<file path="src/rtl/alarm_pkg.sv">
package alarm_pkg;

    localparam int NUM_ALARMS      = 2;
    localparam int DATA_W          = 8;
    localparam int ADDR_W          = 4;
    localparam int BYTES_PER_ALARM = 4;
    localparam int FIELD_SEC       = 0;
    localparam int FIELD_MIN       = 1;
    localparam int FIELD_HOUR      = 2;
    localparam int FIELD_DD        = 3;
    localparam int CTRL_ADDR       = NUM_ALARMS * BYTES_PER_ALARM;
    localparam int STAT_ADDR       = CTRL_ADDR + 1;
    localparam int MASK_BIT        = 7;
    localparam int DAYSEL_BIT      = 6;

    typedef struct packed {
        logic [DATA_W-1:0] sec;
        logic [DATA_W-1:0] min;
        logic [DATA_W-1:0] hour;
        logic [DATA_W-1:0] wday;
        logic [DATA_W-1:0] mday;
    } cal_time_t;

    typedef struct packed {
        logic [DATA_W-1:0] sec;
        logic [DATA_W-1:0] min;
        logic [DATA_W-1:0] hour;
        logic [DATA_W-1:0] dd;
    } alarm_cfg_t;

    typedef enum logic {
        PIN_SQUARE = 1'b0,
        PIN_IRQ    = 1'b1
    } pin_mode_e;

    function automatic logic alarm_has_sec(input int idx);
        return idx == 0;
    endfunction

    function automatic logic field_hit(input logic [DATA_W-1:0] cfg,
                                       input logic [DATA_W-1:0] now);
        return cfg[MASK_BIT] | (cfg[6:0] == now[6:0]);
    endfunction

    function automatic logic dd_hit(input logic [DATA_W-1:0] cfg,
                                    input logic [DATA_W-1:0] wday,
                                    input logic [DATA_W-1:0] mday);
        logic same;
        same = cfg[DAYSEL_BIT] ? (cfg[5:0] == wday[5:0])
                               : (cfg[5:0] == mday[5:0]);
        return cfg[MASK_BIT] | same;
    endfunction

endpackage

</file>
<file path="src/rtl/alm_match.sv">
module alm_match
    import alarm_pkg::*;
#(
    parameter bit HAS_SEC = 1'b1
) (
    input  alarm_cfg_t cfg_i,
    input  cal_time_t  now_i,
    output logic       hit_o
);

    logic sec_ok;
    logic min_ok;
    logic hour_ok;
    logic dd_ok;

    generate
        if (HAS_SEC) begin : g_sec_field
            assign sec_ok = field_hit(cfg_i.sec, now_i.sec);
        end else begin : g_sec_zero
            assign sec_ok = (now_i.sec == '0);
        end
    endgenerate

    assign min_ok  = field_hit(cfg_i.min, now_i.min);
    assign hour_ok = field_hit(cfg_i.hour, now_i.hour);
    assign dd_ok   = dd_hit(cfg_i.dd, now_i.wday, now_i.mday);
    assign hit_o   = sec_ok & min_ok & hour_ok & dd_ok;

endmodule

</file>
<file path="src/rtl/alm_regs.sv">
module alm_regs
    import alarm_pkg::*;
#(
    parameter int N  = NUM_ALARMS,
    parameter int AW = ADDR_W
) (
    input  logic                  clk,
    input  logic                  rst,
    input  logic                  we_i,
    input  logic [AW-1:0]         addr_i,
    input  logic [DATA_W-1:0]     wdata_i,
    output logic [DATA_W-1:0]     rdata_o,
    input  logic                  tick_i,
    input  logic [N-1:0]          hit_i,
    output alarm_cfg_t [N-1:0]    cfg_o,
    output logic [N-1:0]          en_o,
    output pin_mode_e             mode_o,
    output logic [N-1:0]          flag_o
);

    localparam logic [AW-1:0] CTRL_A = AW'(CTRL_ADDR);
    localparam logic [AW-1:0] STAT_A = AW'(STAT_ADDR);

    logic [N-1:0][BYTES_PER_ALARM-1:0][DATA_W-1:0] bytes_q;
    logic [N-1:0]                                  en_q;
    pin_mode_e                                     mode_q;
    logic [N-1:0]                                  flag_q;
    logic                                          stat_wr;
    logic                                          ctrl_wr;

    assign stat_wr = we_i && (addr_i == STAT_A);
    assign ctrl_wr = we_i && (addr_i == CTRL_A);

    always_ff @(posedge clk) begin
        if (rst) begin
            bytes_q <= '0;
            en_q    <= '0;
            mode_q  <= PIN_IRQ;
            flag_q  <= '0;
        end else begin
            for (int i = 0; i < N; i++) begin
                for (int k = 0; k < BYTES_PER_ALARM; k++) begin
                    if (we_i && (addr_i == AW'(i * BYTES_PER_ALARM + k))
                        && (k != FIELD_SEC || alarm_has_sec(i))) begin
                        bytes_q[i][k] <= wdata_i;
                    end
                end
                flag_q[i] <= (stat_wr ? (flag_q[i] & wdata_i[i]) : flag_q[i])
                             | (tick_i & hit_i[i]);
            end
            if (ctrl_wr) begin
                en_q   <= wdata_i[N-1:0];
                mode_q <= pin_mode_e'(wdata_i[N]);
            end
        end
    end

    always_comb begin
        rdata_o = '0;
        for (int i = 0; i < N; i++) begin
            for (int k = 0; k < BYTES_PER_ALARM; k++) begin
                if ((addr_i == AW'(i * BYTES_PER_ALARM + k))
                    && (k != FIELD_SEC || alarm_has_sec(i))) begin
                    rdata_o = bytes_q[i][k];
                end
            end
        end
        if (addr_i == CTRL_A) begin
            rdata_o[N:0] = {mode_q, en_q};
        end
        if (addr_i == STAT_A) begin
            rdata_o[N-1:0] = flag_q;
        end
    end

    generate
        for (genvar g = 0; g < N; g++) begin : g_cfg
            assign cfg_o[g] = '{sec:  bytes_q[g][FIELD_SEC],
                                min:  bytes_q[g][FIELD_MIN],
                                hour: bytes_q[g][FIELD_HOUR],
                                dd:   bytes_q[g][FIELD_DD]};

            // a flag can only rise after a tick cycle
            a_r6_rise_needs_tick: assert property (@(posedge clk) disable iff (rst)
                !tick_i |=> !$rose(flag_q[g]));

            // a tick with a match leaves the flag set
            a_r7_hit_sets_flag: assert property (@(posedge clk) disable iff (rst)
                (tick_i && hit_i[g]) |=> flag_q[g]);

            // writing one keeps a set flag
            a_r8_one_keeps: assert property (@(posedge clk) disable iff (rst)
                (stat_wr && wdata_i[g] && flag_q[g]) |=> flag_q[g]);

            // writing zero clears unless a match arrives together
            a_r8_zero_clears: assert property (@(posedge clk) disable iff (rst)
                (stat_wr && !wdata_i[g] && !(tick_i && hit_i[g])) |=> !flag_q[g]);
        end
    endgenerate

    assign en_o   = en_q;
    assign mode_o = mode_q;
    assign flag_o = flag_q;

endmodule

</file>
<file path="src/rtl/alm_pin.sv">
module alm_pin
    import alarm_pkg::*;
#(
    parameter int N = NUM_ALARMS
) (
    input  pin_mode_e    mode_i,
    input  logic [N-1:0] en_i,
    input  logic [N-1:0] flag_i,
    input  logic         phase_i,
    output logic         pin_n_o
);

    logic irq_active;

    assign irq_active = |(en_i & flag_i);

    always_comb begin
        unique case (mode_i)
            PIN_IRQ:    pin_n_o = ~irq_active;
            PIN_SQUARE: pin_n_o = phase_i;
            default:    pin_n_o = 1'b1;
        endcase
    end

endmodule

</file>
<file path="src/rtl/alarm_unit.sv">
module alarm_unit
    import alarm_pkg::*;
(
    input  logic        clk,
    input  logic        rst,
    input  logic        sec_tick,
    input  logic        half_phase,
    input  logic [7:0]  cur_sec,
    input  logic [7:0]  cur_min,
    input  logic [7:0]  cur_hour,
    input  logic [7:0]  cur_wday,
    input  logic [7:0]  cur_mday,
    input  logic        reg_we,
    input  logic [3:0]  reg_addr,
    input  logic [7:0]  reg_wdata,
    output logic [7:0]  reg_rdata,
    output logic        int_n
);

    cal_time_t                     now;
    alarm_cfg_t [NUM_ALARMS-1:0]   cfg;
    logic       [NUM_ALARMS-1:0]   hit;
    logic       [NUM_ALARMS-1:0]   en;
    logic       [NUM_ALARMS-1:0]   flag;
    pin_mode_e                     mode;

    assign now = '{sec: cur_sec, min: cur_min, hour: cur_hour,
                   wday: cur_wday, mday: cur_mday};

    alm_regs #(
        .N  (NUM_ALARMS),
        .AW (ADDR_W)
    ) u_regs (
        .clk     (clk),
        .rst     (rst),
        .we_i    (reg_we),
        .addr_i  (reg_addr),
        .wdata_i (reg_wdata),
        .rdata_o (reg_rdata),
        .tick_i  (sec_tick),
        .hit_i   (hit),
        .cfg_o   (cfg),
        .en_o    (en),
        .mode_o  (mode),
        .flag_o  (flag)
    );

    generate
        for (genvar g = 0; g < NUM_ALARMS; g++) begin : g_match
            alm_match #(
                .HAS_SEC (alarm_has_sec(g))
            ) u_match (
                .cfg_i (cfg[g]),
                .now_i (now),
                .hit_o (hit[g])
            );
            if (!alarm_has_sec(g)) begin : g_zero_chk
                // a seconds-less alarm only rises after a tick at second 00
                a_r5_rise_at_zero_sec: assert property (@(posedge clk) disable iff (rst)
                    $rose(flag[g]) |-> ($past(cur_sec) == 8'h00));
            end
        end
    endgenerate

    alm_pin #(
        .N (NUM_ALARMS)
    ) u_pin (
        .mode_i  (mode),
        .en_i    (en),
        .flag_i  (flag),
        .phase_i (half_phase),
        .pin_n_o (int_n)
    );

    // an asserted interrupt holds until control or status is written
    a_r9_level_hold: assert property (@(posedge clk) disable iff (rst)
        (mode == PIN_IRQ && !int_n &&
         !(reg_we && (reg_addr == 4'(CTRL_ADDR) || reg_addr == 4'(STAT_ADDR))))
        |=> !int_n);

    // interrupt pin released in the cycle after reset
    a_r11_pin_idle_after_reset: assert property (@(posedge clk)
        $past(rst) |-> int_n);

endmodule

</file>
<file path="config.mk">
export PLATFORM = sky130hd
export DESIGN_NAME = alarm_unit
export DESIGN_NICKNAME = d
export VERILOG_FILES = /design/src/rtl/alarm_pkg.sv /design/src/rtl/alm_match.sv /design/src/rtl/alm_regs.sv /design/src/rtl/alm_pin.sv /design/src/rtl/alarm_unit.sv
export SDC_FILE = /design/constraint.sdc
export NUM_CORES = 1
export LEC_CHECK = 0
export BUFFER_PORTS_ARGS = -buffer_cell sky130_fd_sc_hd__buf_2
export CORE_MARGIN = 5
export CORE_UTILIZATION = 58
export CTS_BUF_LIST = sky130_fd_sc_hd__clkbuf_2
export DETAILED_ROUTE_END_ITERATION = 16
export PLACE_DENSITY = 0.83
export SYNTH_ARGS = -nofsm -noshare
export SYNTH_HDL_FRONTEND = slang
export SYNTH_HIERARCHICAL = 1
export SYNTH_SLANG_ARGS = --single-unit
</file>
<file path="constraint.sdc">
create_clock -name clk -period 2.05 [get_ports clk]
set_input_delay 0.1025 -clock clk [delete_from_list [all_inputs] [get_ports clk]]
set_output_delay 0.1025 -clock clk [all_outputs]
set_load 0.01 [all_outputs]
</file>
==> flow_metrics.tcl, run 1 <==
set metrics [dict create \
    cp_max_fo 3 \
    start_util 0.595 \
    htree_levels 3 \
    reg2reg_depth 7 \
    io-pin-count 66 \
    wire_per_inst_um 19.4 \
    rr_startpoint "u_regs/cfg_o[38]$_SDFFE_PP0P_" \
    final_util 0.669 \
    diodes 0 \
    cp-start-kind "flip-flop" \
    ff2ff_setup_slack_ps 160 \
    grt_pass1_wl_um 17200 \
    grt_max_degree 34 \
    worstSetupPathType "flip-flop to output pin" \
    hold_violations 0 \
    grt_remaining_overflow 0 \
    reg2reg_to "u_regs/flag_o[1]$_SDFF_PP0_" \
    drc 0 \
    rsz0062_at_grt "no" \
    syn_inst 425 \
    hpwl_um 7990 \
    cp-end-kind "output pin" \
    clkTransAtPathRegs_ps 160 \
    peakVddDrop_mv 0.402 \
    fillers 536 \
    crit_path_end "reg_rdata[2]" \
    leakage_uw 0.00177 \
    netlist_area_sq_mm 0.00378 \
    crit_required_ps 1950 \
    via_per_inst 6.08 \
    max_slew_margin 0.625 \
    dp_cells 537 \
    tns_ps 0 \
    grt_pass1_vias 3339 \
    rows 29 \
    dieArea_sq_mm 0.00823 \
    power_uw 2290 \
    die_w_um 90.7 \
    wl_um 10900 \
    status "completed" \
    yosys_warnings 6 \
    fin_nets 541 \
    min_period_ps 1950 \
    synthesis.area_per_instance_sq_um 8.89 \
    vias 3427 \
    clk_latency_ps 500 \
    fp.dieH_um 90.7 \
    track_usage 0.264 \
    ant_nets 0 \
    holdPathStages 2 \
    power_per_cell_area_mw_per_mm2 540 \
    drt_first_pass_iters 5 \
    antenna_found_initial 0 \
    drive_above_1_share 0.201 \
    synth_nets 482 \
    holdWs_ps 55.8 \
    core_sq_mm 0.00635 \
    arrival_ps 1850 \
    slew_violations 0 \
    fin_crit_sh 0.950 \
    min_path_type "input pin to flip-flop" \
    fmax_ghz 0.513 \
    syn_to_final_growth_pct 12.5 \
    clockBufferDepth 2 \
    cts.sinks 61 \
    gp_congestion 0.953 \
    tightest_slew_ps 562 \
    initialDrtViolationCount 368 \
    portBuffers 59 \
    clock_skew_ps 18.1 \
    final_cells 564 \
    cts_buffers 9 \
    cts_tree "built" \
    cts_root_buf "clkbuf_2" \
    max_cap_viol_count 0 \
    finalSetupViolCount 0 \
    worstSetupStartpoint "u_regs/cfg_o[18]$_SDFFE_PP0P_" \
]
-- timing repair --
| action | 4_1_cts | 5_1_grt |
|---|---|---|
| hold buffers | 9 | 0 |
| buffers inserted | 0 | 4 |
| pin swaps | 0 | 0 |
| setup endpoints to repair | 1 | 1 |
| endpoints found under the hold margin | 37 | 0 |
| gates resized for setup | 1 | 1 |
-- per-layer routing --
metal  global-route usage  part of all wire
met5                    0                 0
met4                0.122             0.031
met3               0.0508             0.079
met2                0.412              0.47
met1                0.350              0.42
-- power breakdown --
part,internal (uW),switching [uW],leakage [uW]
clock,263,421,0.0000604
sequential,1200,18.0,0.000493
combinational,164,228,0.00121
total,1630,667,0.00177
-- final cells by class --
| type | instances | area, sq um | share of cell area |
|---|---|---|---|
| Multi-Input combinational cell | 325 | 2330 | 0.548 |
| Timing Repair Buffer | 78 | 473 | 0.111 |
| Inverter | 9 | 33.8 | 0.00795 |
| Sequential cell | 61 | 1220 | 0.288 |
| Tap cell | 77 | 96.3 | 0.0227 |
| Clock buffer | 10 | 50.0 | 0.0118 |
| Clock inverter | 4 | 41.3 | 0.00972 |
-- state kept, by name, indices dropped and copies added, names as in the netlist --
| name | count |
|---|---|
| u_regs/flag_o | 2 |
| u_regs/cfg_o | 56 |
| u_regs/en_o | 2 |
| u_regs/mode_o | 1 |
-- worst max-delay path: stages (launching register included) --
cell and delay (ps):
dfxtp_1 450, o21a_1 170, a21oi_1 40, o32a_1 330
o221ai_1 190, buf_2 160
-- cell usage in the layout, fill, tap and decap left out, types with 4 or more instances in the layout --
| master | count |
|---|---|
| a31oi_1 | 4 |
| dlygate4sd3_1 | 9 |
| buf_4 | 9 |
| a21oi_1 | 20 |
| clkbuf_2 | 10 |
| buf_2 | 59 |
| xor2_1 | 20 |
| nand2_1 | 22 |
| nor3_1 | 4 |
| nor2_1 | 54 |
| o21ai_1 | 15 |
| xnor2_1 | 27 |
| o22ai_1 | 8 |
| dfxtp_1 | 60 |
| nand3_1 | 5 |
| inv_1 | 9 |
| nor2b_1 | 4 |
| nand4_1 | 4 |
| o21ai_0 | 8 |
| mux2i_1 | 67 |
| nor4_1 | 10 |
| nand2b_1 | 5 |
-- metrics by stage --
| step | cell area, sq um | setup WS (ps) |
|---|---|---|
| 2_1_floorplan | 3780 | 608 |
| 3_3_place_gp | 4030 | 293 |
| 3_5_place_dp | 4030 | 123 |
| 4_1_cts | 4220 | 5.75 |
| 5_1_grt | 4250 | 39.8 |
| 6_report | 4250 | 102 |
-- worst min-delay path by stage --
stage,start,endpoint,slack [ps]
5_1_grt,rst,u_regs/cfg_o[23]$_SDFFE_PP0P_,60
6_report,rst,u_regs/cfg_o[37]$_SDFFE_PP0P_,60
4_1_cts,cur_sec[7],u_regs/flag_o[1]$_SDFF_PP0_,30
2_1_floorplan,reg_wdata[3],u_regs/cfg_o[43]$_SDFFE_PP0P_,240
3_5_place_dp,sec_tick,u_regs/flag_o[1]$_SDFF_PP0_,370
3_3_place_gp,sec_tick,u_regs/flag_o[1]$_SDFF_PP0_,380
(Power assumes the default switching activity.)
==> inputs of run 2 (changes only) <==
--- a/config.mk
+++ b/config.mk
@@ -10,4 +10,5 @@
 export CORE_UTILIZATION = 58
 export CTS_BUF_LIST = sky130_fd_sc_hd__clkbuf_2
+export CTS_CLUSTER_SIZE = 40
 export DETAILED_ROUTE_END_ITERATION = 16
 export PLACE_DENSITY = 0.83
==> constraint.sdc (replaced) <==
create_clock -name clk -period 2.05 [get_ports clk]
set_input_delay 0 -clock clk [delete_from_list [all_inputs] [get_ports clk]]
set_output_delay 0 -clock clk [all_outputs]
set_load 0.01 [all_outputs]
==> flow_metrics.tcl, run 2 (synthesis gave the netlist of run 1 again) <==
set metrics [dict create \
    clk_latency_ps 510 \
    finalSetupViolCount 0 \
    cts_root_buf "clkbuf_2" \
    track_usage 0.268 \
    dieArea_sq_mm 0.00823 \
    htree_levels 3 \
    crit_buf_inv 0 \
    arrival_ps 2370 \
    clkTransAtPathRegs_ps 160 \
    status "completed" \
    worstHoldStart "rst" \
    hold_violations 0 \
    rr_startpoint "u_regs/cfg_o[38]$_SDFFE_PP0P_" \
    worst_path_dominant_cell_family "flip-flops" \
    fin_crit_sh 0.944 \
    antenna_found_initial 0 \
    grt_remaining_overflow 0 \
    final_cell_area_sq_mm 0.00427 \
    grt_pass1_wl_um 17300 \
    cp-end-kind "flip-flop" \
    worstSetupPathType "flip-flop to flip-flop" \
    drive_above_1_share 0.199 \
    portBuffers 59 \
    min_period_ps 1940 \
    worstSetupStartpoint "u_regs/cfg_o[38]$_SDFFE_PP0P_" \
    cp-start-kind "flip-flop" \
    critPathSlowestCell "dfxtp_1" \
    core_sq_mm 0.00635 \
    ant_nets 0 \
    via_per_inst 6.06 \
    rows 29 \
    grt_max_degree 62 \
    start_util 0.595 \
    die_w_um 90.7 \
    dp_cells 536 \
    leakage_uw 0.00176 \
    place_ws_ps 257 \
    cts.sinks 61 \
    tns_ps 0 \
    clockBufferDepth 2 \
    drt_first_pass_iters 6 \
    fp.dieH_um 90.7 \
    vias 3418 \
    hpwl_um 7950 \
    power_per_cell_area_mw_per_mm2 577 \
    syn_to_final_growth_pct 13.0 \
    tightest_slew_ps 666 \
    peakVddDrop_mv 0.396 \
    rsz0062_at_grt "no" \
    diodes 0 \
    cts_buffers 9 \
    cts_tree "built" \
    slowest_delay_ps 620 \
    cp_max_fo 8 \
    most-common-layout-cells "mux2i_1, dfxtp_1, buf_2, nor2_1, xnor2_1" \
    cp_cell_sequence "mux2i_1 > xnor2_1 > nor4_1 > a31oi_1 > nor3_2 > nand2_1 > a21oi_1" \
    worst_slack_ps 115 \
    initialDrtViolationCount 416 \
    grt_pass1_vias 3270 \
    place_area_sq_mm 0.00401 \
    crit_required_ps 2480 \
    layout_commonest_cell "mux2i_1" \
    wl_um 11000 \
    drc 0 \
    largest_reg_flops 56 \
    slew_violations 0 \
    min_path_type "input pin to flip-flop" \
    wire_per_inst_um 19.5 \
    max_slew_margin 0.556 \
    fin_nets 539 \
    ff2ff_setup_slack_ps 110 \
    clock_skew_ps 21.9 \
    gp_congestion 0.979 \
    fillers 532 \
    power_uw 2460 \
    fmax_ghz 0.517 \
    io-pin-count 66 \
    max_cap_viol_count 0 \
    final_cells 564 \
]
run 2: changes by cell type in the layout (fill, tap and decap cells not counted):
cell | before | now
buf_4 | 9 | 5
dlygate4sd3_1 | 9 | 12
bufinv_16 | 1 | 2
dfxtp_2 | 0 | 1
buf_12 | 1 | 0
clkinv_1 | 3 | 2
nor4_2 | 0 | 1
clkinv_2 | 0 | 2
dfxtp_4 | 1 | 0
nor4_1 | 10 | 9
run 2: where the power goes:
| group | switching, uW | total, uW | internal (uW) |
|---|---|---|---|
| registers | 18.4 | 1220 | 1200 |
| logic | 229 | 391 | 162 |
| clock network | 453 | 850 | 397 |
run 2: through the flow:
step                      hold WS (ps)  utilization
after floorplan                    135            -
after global placement             274        0.632
after detailed placement           278        0.632
after CTS                         45.2        0.673
after global routing              81.5        0.672
final                             67.4        0.672
run 2: worst paths after layout:
path | end | depth (start not counted)
setup reg to reg | u_regs/flag_o[1]$_SDFF_PP0_ | 7
setup / recovery | u_regs/flag_o[1]$_SDFF_PP0_ | 7
hold / removal | u_regs/en_o[0]$_SDFFE_PP0P_ | 3
hold reg to reg | u_regs/flag_o[1]$_SDFF_PP0_ | 2
run 2: per-layer routing:
layer	vias to the layer above	global-route usage	part of all wire
li1	1615	-	-
met1	1593	0.361	0.43
met2	174	0.419	0.46
met3	36	0.0442	0.082
met4	0	0.119	0.033
met5	-	0	0
run 2: timing repair:
item                       4_1_cts  5_1_grt
setup buffers                    0        0
hold endpoints to repair        61        0
resized for setup                0        2
setup endpoints to repair        0        2
hold buffers                    13        0
run 2: area by class of cell:
class,count,area [sq um],share of cell area
repair buffers,76,453,0.106
flip-flops and latches,61,1220,0.286
inverters,9,33.8,0.00792
clock inverters,6,77.6,0.0182
well taps,77,96.3,0.0226
multi-input cells,325,2330,0.547
clock buffers,10,50.0,0.0117
run 2: worst register-to-register path, delay by kind of cell, from the launching register on:
kind            cells  cell delay [ps]
mux                 1              290
compound gates      2              310
xor+xnor            1              110
flops               1              620
simple gates        3              550
==> inputs of run 3 (changes only) <==
Settings changed: ABC_AREA set to 1, CORE_UTILIZATION 58 to 59, PLACE_DENSITY 0.83 to 0.84.
==> flow_metrics.tcl, run 3 <==
set metrics [dict create \
    netlist_area_sq_mm 0.00397 \
    slew_violations 0 \
    final_cell_area_sq_mm 0.00456 \
    status "completed" \
    via_per_inst 5.53 \
    max_cap_viol_count 0 \
    cts_tree "built" \
    drive_above_1_share 0.145 \
    clk_latency_ps 480 \
    ant_nets 0 \
    cp-end-kind "output pin" \
    drt_first_pass_iters 5 \
    power_per_cell_area_mw_per_mm2 536 \
    finalSetupViolCount 0 \
    cts_setup_buffers 0 \
    grt_pass1_wl_um 18700 \
    clockBufferDepth 2 \
    fp.dieH_um 92.1 \
    grt_max_degree 49 \
    start_util 0.595 \
    gp_congestion 0.869 \
    crit_required_ps 2050 \
    peakVddDrop_mv 0.374 \
    layout_commonest_cell "nand2_1" \
    vias 4487 \
    worstSetupPathType "input pin to output pin" \
    rows 30 \
    final_util 0.682 \
    place_area_sq_mm 0.00427 \
    antenna_found_initial 0 \
    hold_violations 0 \
    initialDrtViolationCount 432 \
    min_path_type "input pin to flip-flop" \
    cp_cell_sequence "dlygate4sd3_1 > buf_2 > inv_2 > nand2_1 > nor2_4 > nand2_1 > nand3_1 > nor2_1 > nand4_1 > buf_2" \
    cts_root_buf "clkbuf_2" \
    critPathSlowestCell "dlygate4sd3_1" \
    fmax_ghz 0.543 \
    portBuffers 59 \
    synth_nets 717 \
    leakage_uw 0.00202 \
    wire_per_inst_um 14.1 \
    syn_inst 660 \
    yosys_warnings 6 \
    clock_skew_ps 12.8 \
    arrival_ps 1840 \
    tns_ps 0 \
    clkTransAtPathRegs_ps 160 \
    grt_pass1_vias 4148 \
    dieArea_sq_mm 0.00847 \
    synthesis.area_per_instance_sq_um 6.02 \
    largest_reg_flops 56 \
    slowest_delay_ps 540 \
    min_period_ps 1840 \
    core_sq_mm 0.00668 \
    place_ws_ps 378 \
    io-pin-count 66 \
    cp-start-kind "input pin" \
    syn_to_final_growth_pct 14.7 \
    wl_um 11500 \
    hpwl_um 8400 \
    most-common-layout-cells "nand2_1, inv_1, nand3_1, dfxtp_1, a21oi_1" \
    rsz0062_at_grt "no" \
    worst_slack_ps 210 \
    cp_max_fo 15 \
    fin_nets 784 \
    track_usage 0.275 \
    max_slew_margin 0.650 \
    drc 0 \
    grt_remaining_overflow 0 \
    tightest_slew_ps 526 \
    die_w_um 92.1 \
    cts_buffers 9 \
    htree_levels 3 \
    cts.sinks 61 \
    fin_crit_sh 0.898 \
    diodes 0 \
    power_uw 2440 \
]
[run 3: final timing paths]
path | endpoint | cells after the start | slack [ps] | startpoint
setup / recovery | reg_rdata[7] | 10 | 210 | reg_addr[1]
hold / removal | u_regs/flag_o[1]$_SDFF_PP0_ | 5 | 40 | reg_addr[2]
setup reg to reg | u_regs/flag_o[0]$_SDFF_PP0_ | 12 | 310 | u_regs/cfg_o[6]$_SDFFE_PP0P_
hold reg to reg | u_regs/cfg_o[55]$_SDFFE_PP0P_ | 2 | 500 | u_regs/cfg_o[55]$_SDFFE_PP0P_
[run 3: what timing repair did]
item                                   4_1_cts  5_1_grt
hold buffers                                16        0
setup endpoints to repair                    0        0
endpoints found under the hold margin       61        0
resized for setup                            0        0
[run 3: metrics by stage]
step                std cells  hold WS (ps)
finish                    812          44.2
global route              812          42.2
CTS                       812          13.6
detailed placement        780           279
global placement          780           269
floorplan                 660           122
[run 3: per-layer routing]
layer | part of all wire | vias up | global-route usage
met1 | 0.40 | 2015 | 0.341
met4 | 0.030 | 0 | 0.129
met5 | 0 | - | 0
li1 | - | 2212 | -
met3 | 0.076 | 37 | 0.0377
met2 | 0.49 | 223 | 0.471
[run 3: area by class of cell]
cell class | count | area, sq um
flip-flops and latches | 61 | 1220
multi-input cells | 487 | 2260
well taps | 80 | 100
clock buffers | 11 | 55.1
clock inverters | 5 | 75.1
repair buffers | 80 | 505
inverters | 88 | 338
fillers | 565 | 2120
[run 3: power breakdown]
group          internal, uW  total [uW]  switching [uW]
clock network           409         850             441
registers              1200        1220            18.2
logic                   142         372             231
[run 3: worst max-delay path, delay by kind of cell]
| kind | cells | cell delay (ps) |
|---|---|---|
| buffers and inverters | 4 | 960 |
| AND/OR/NAND/NOR | 6 | 870 |
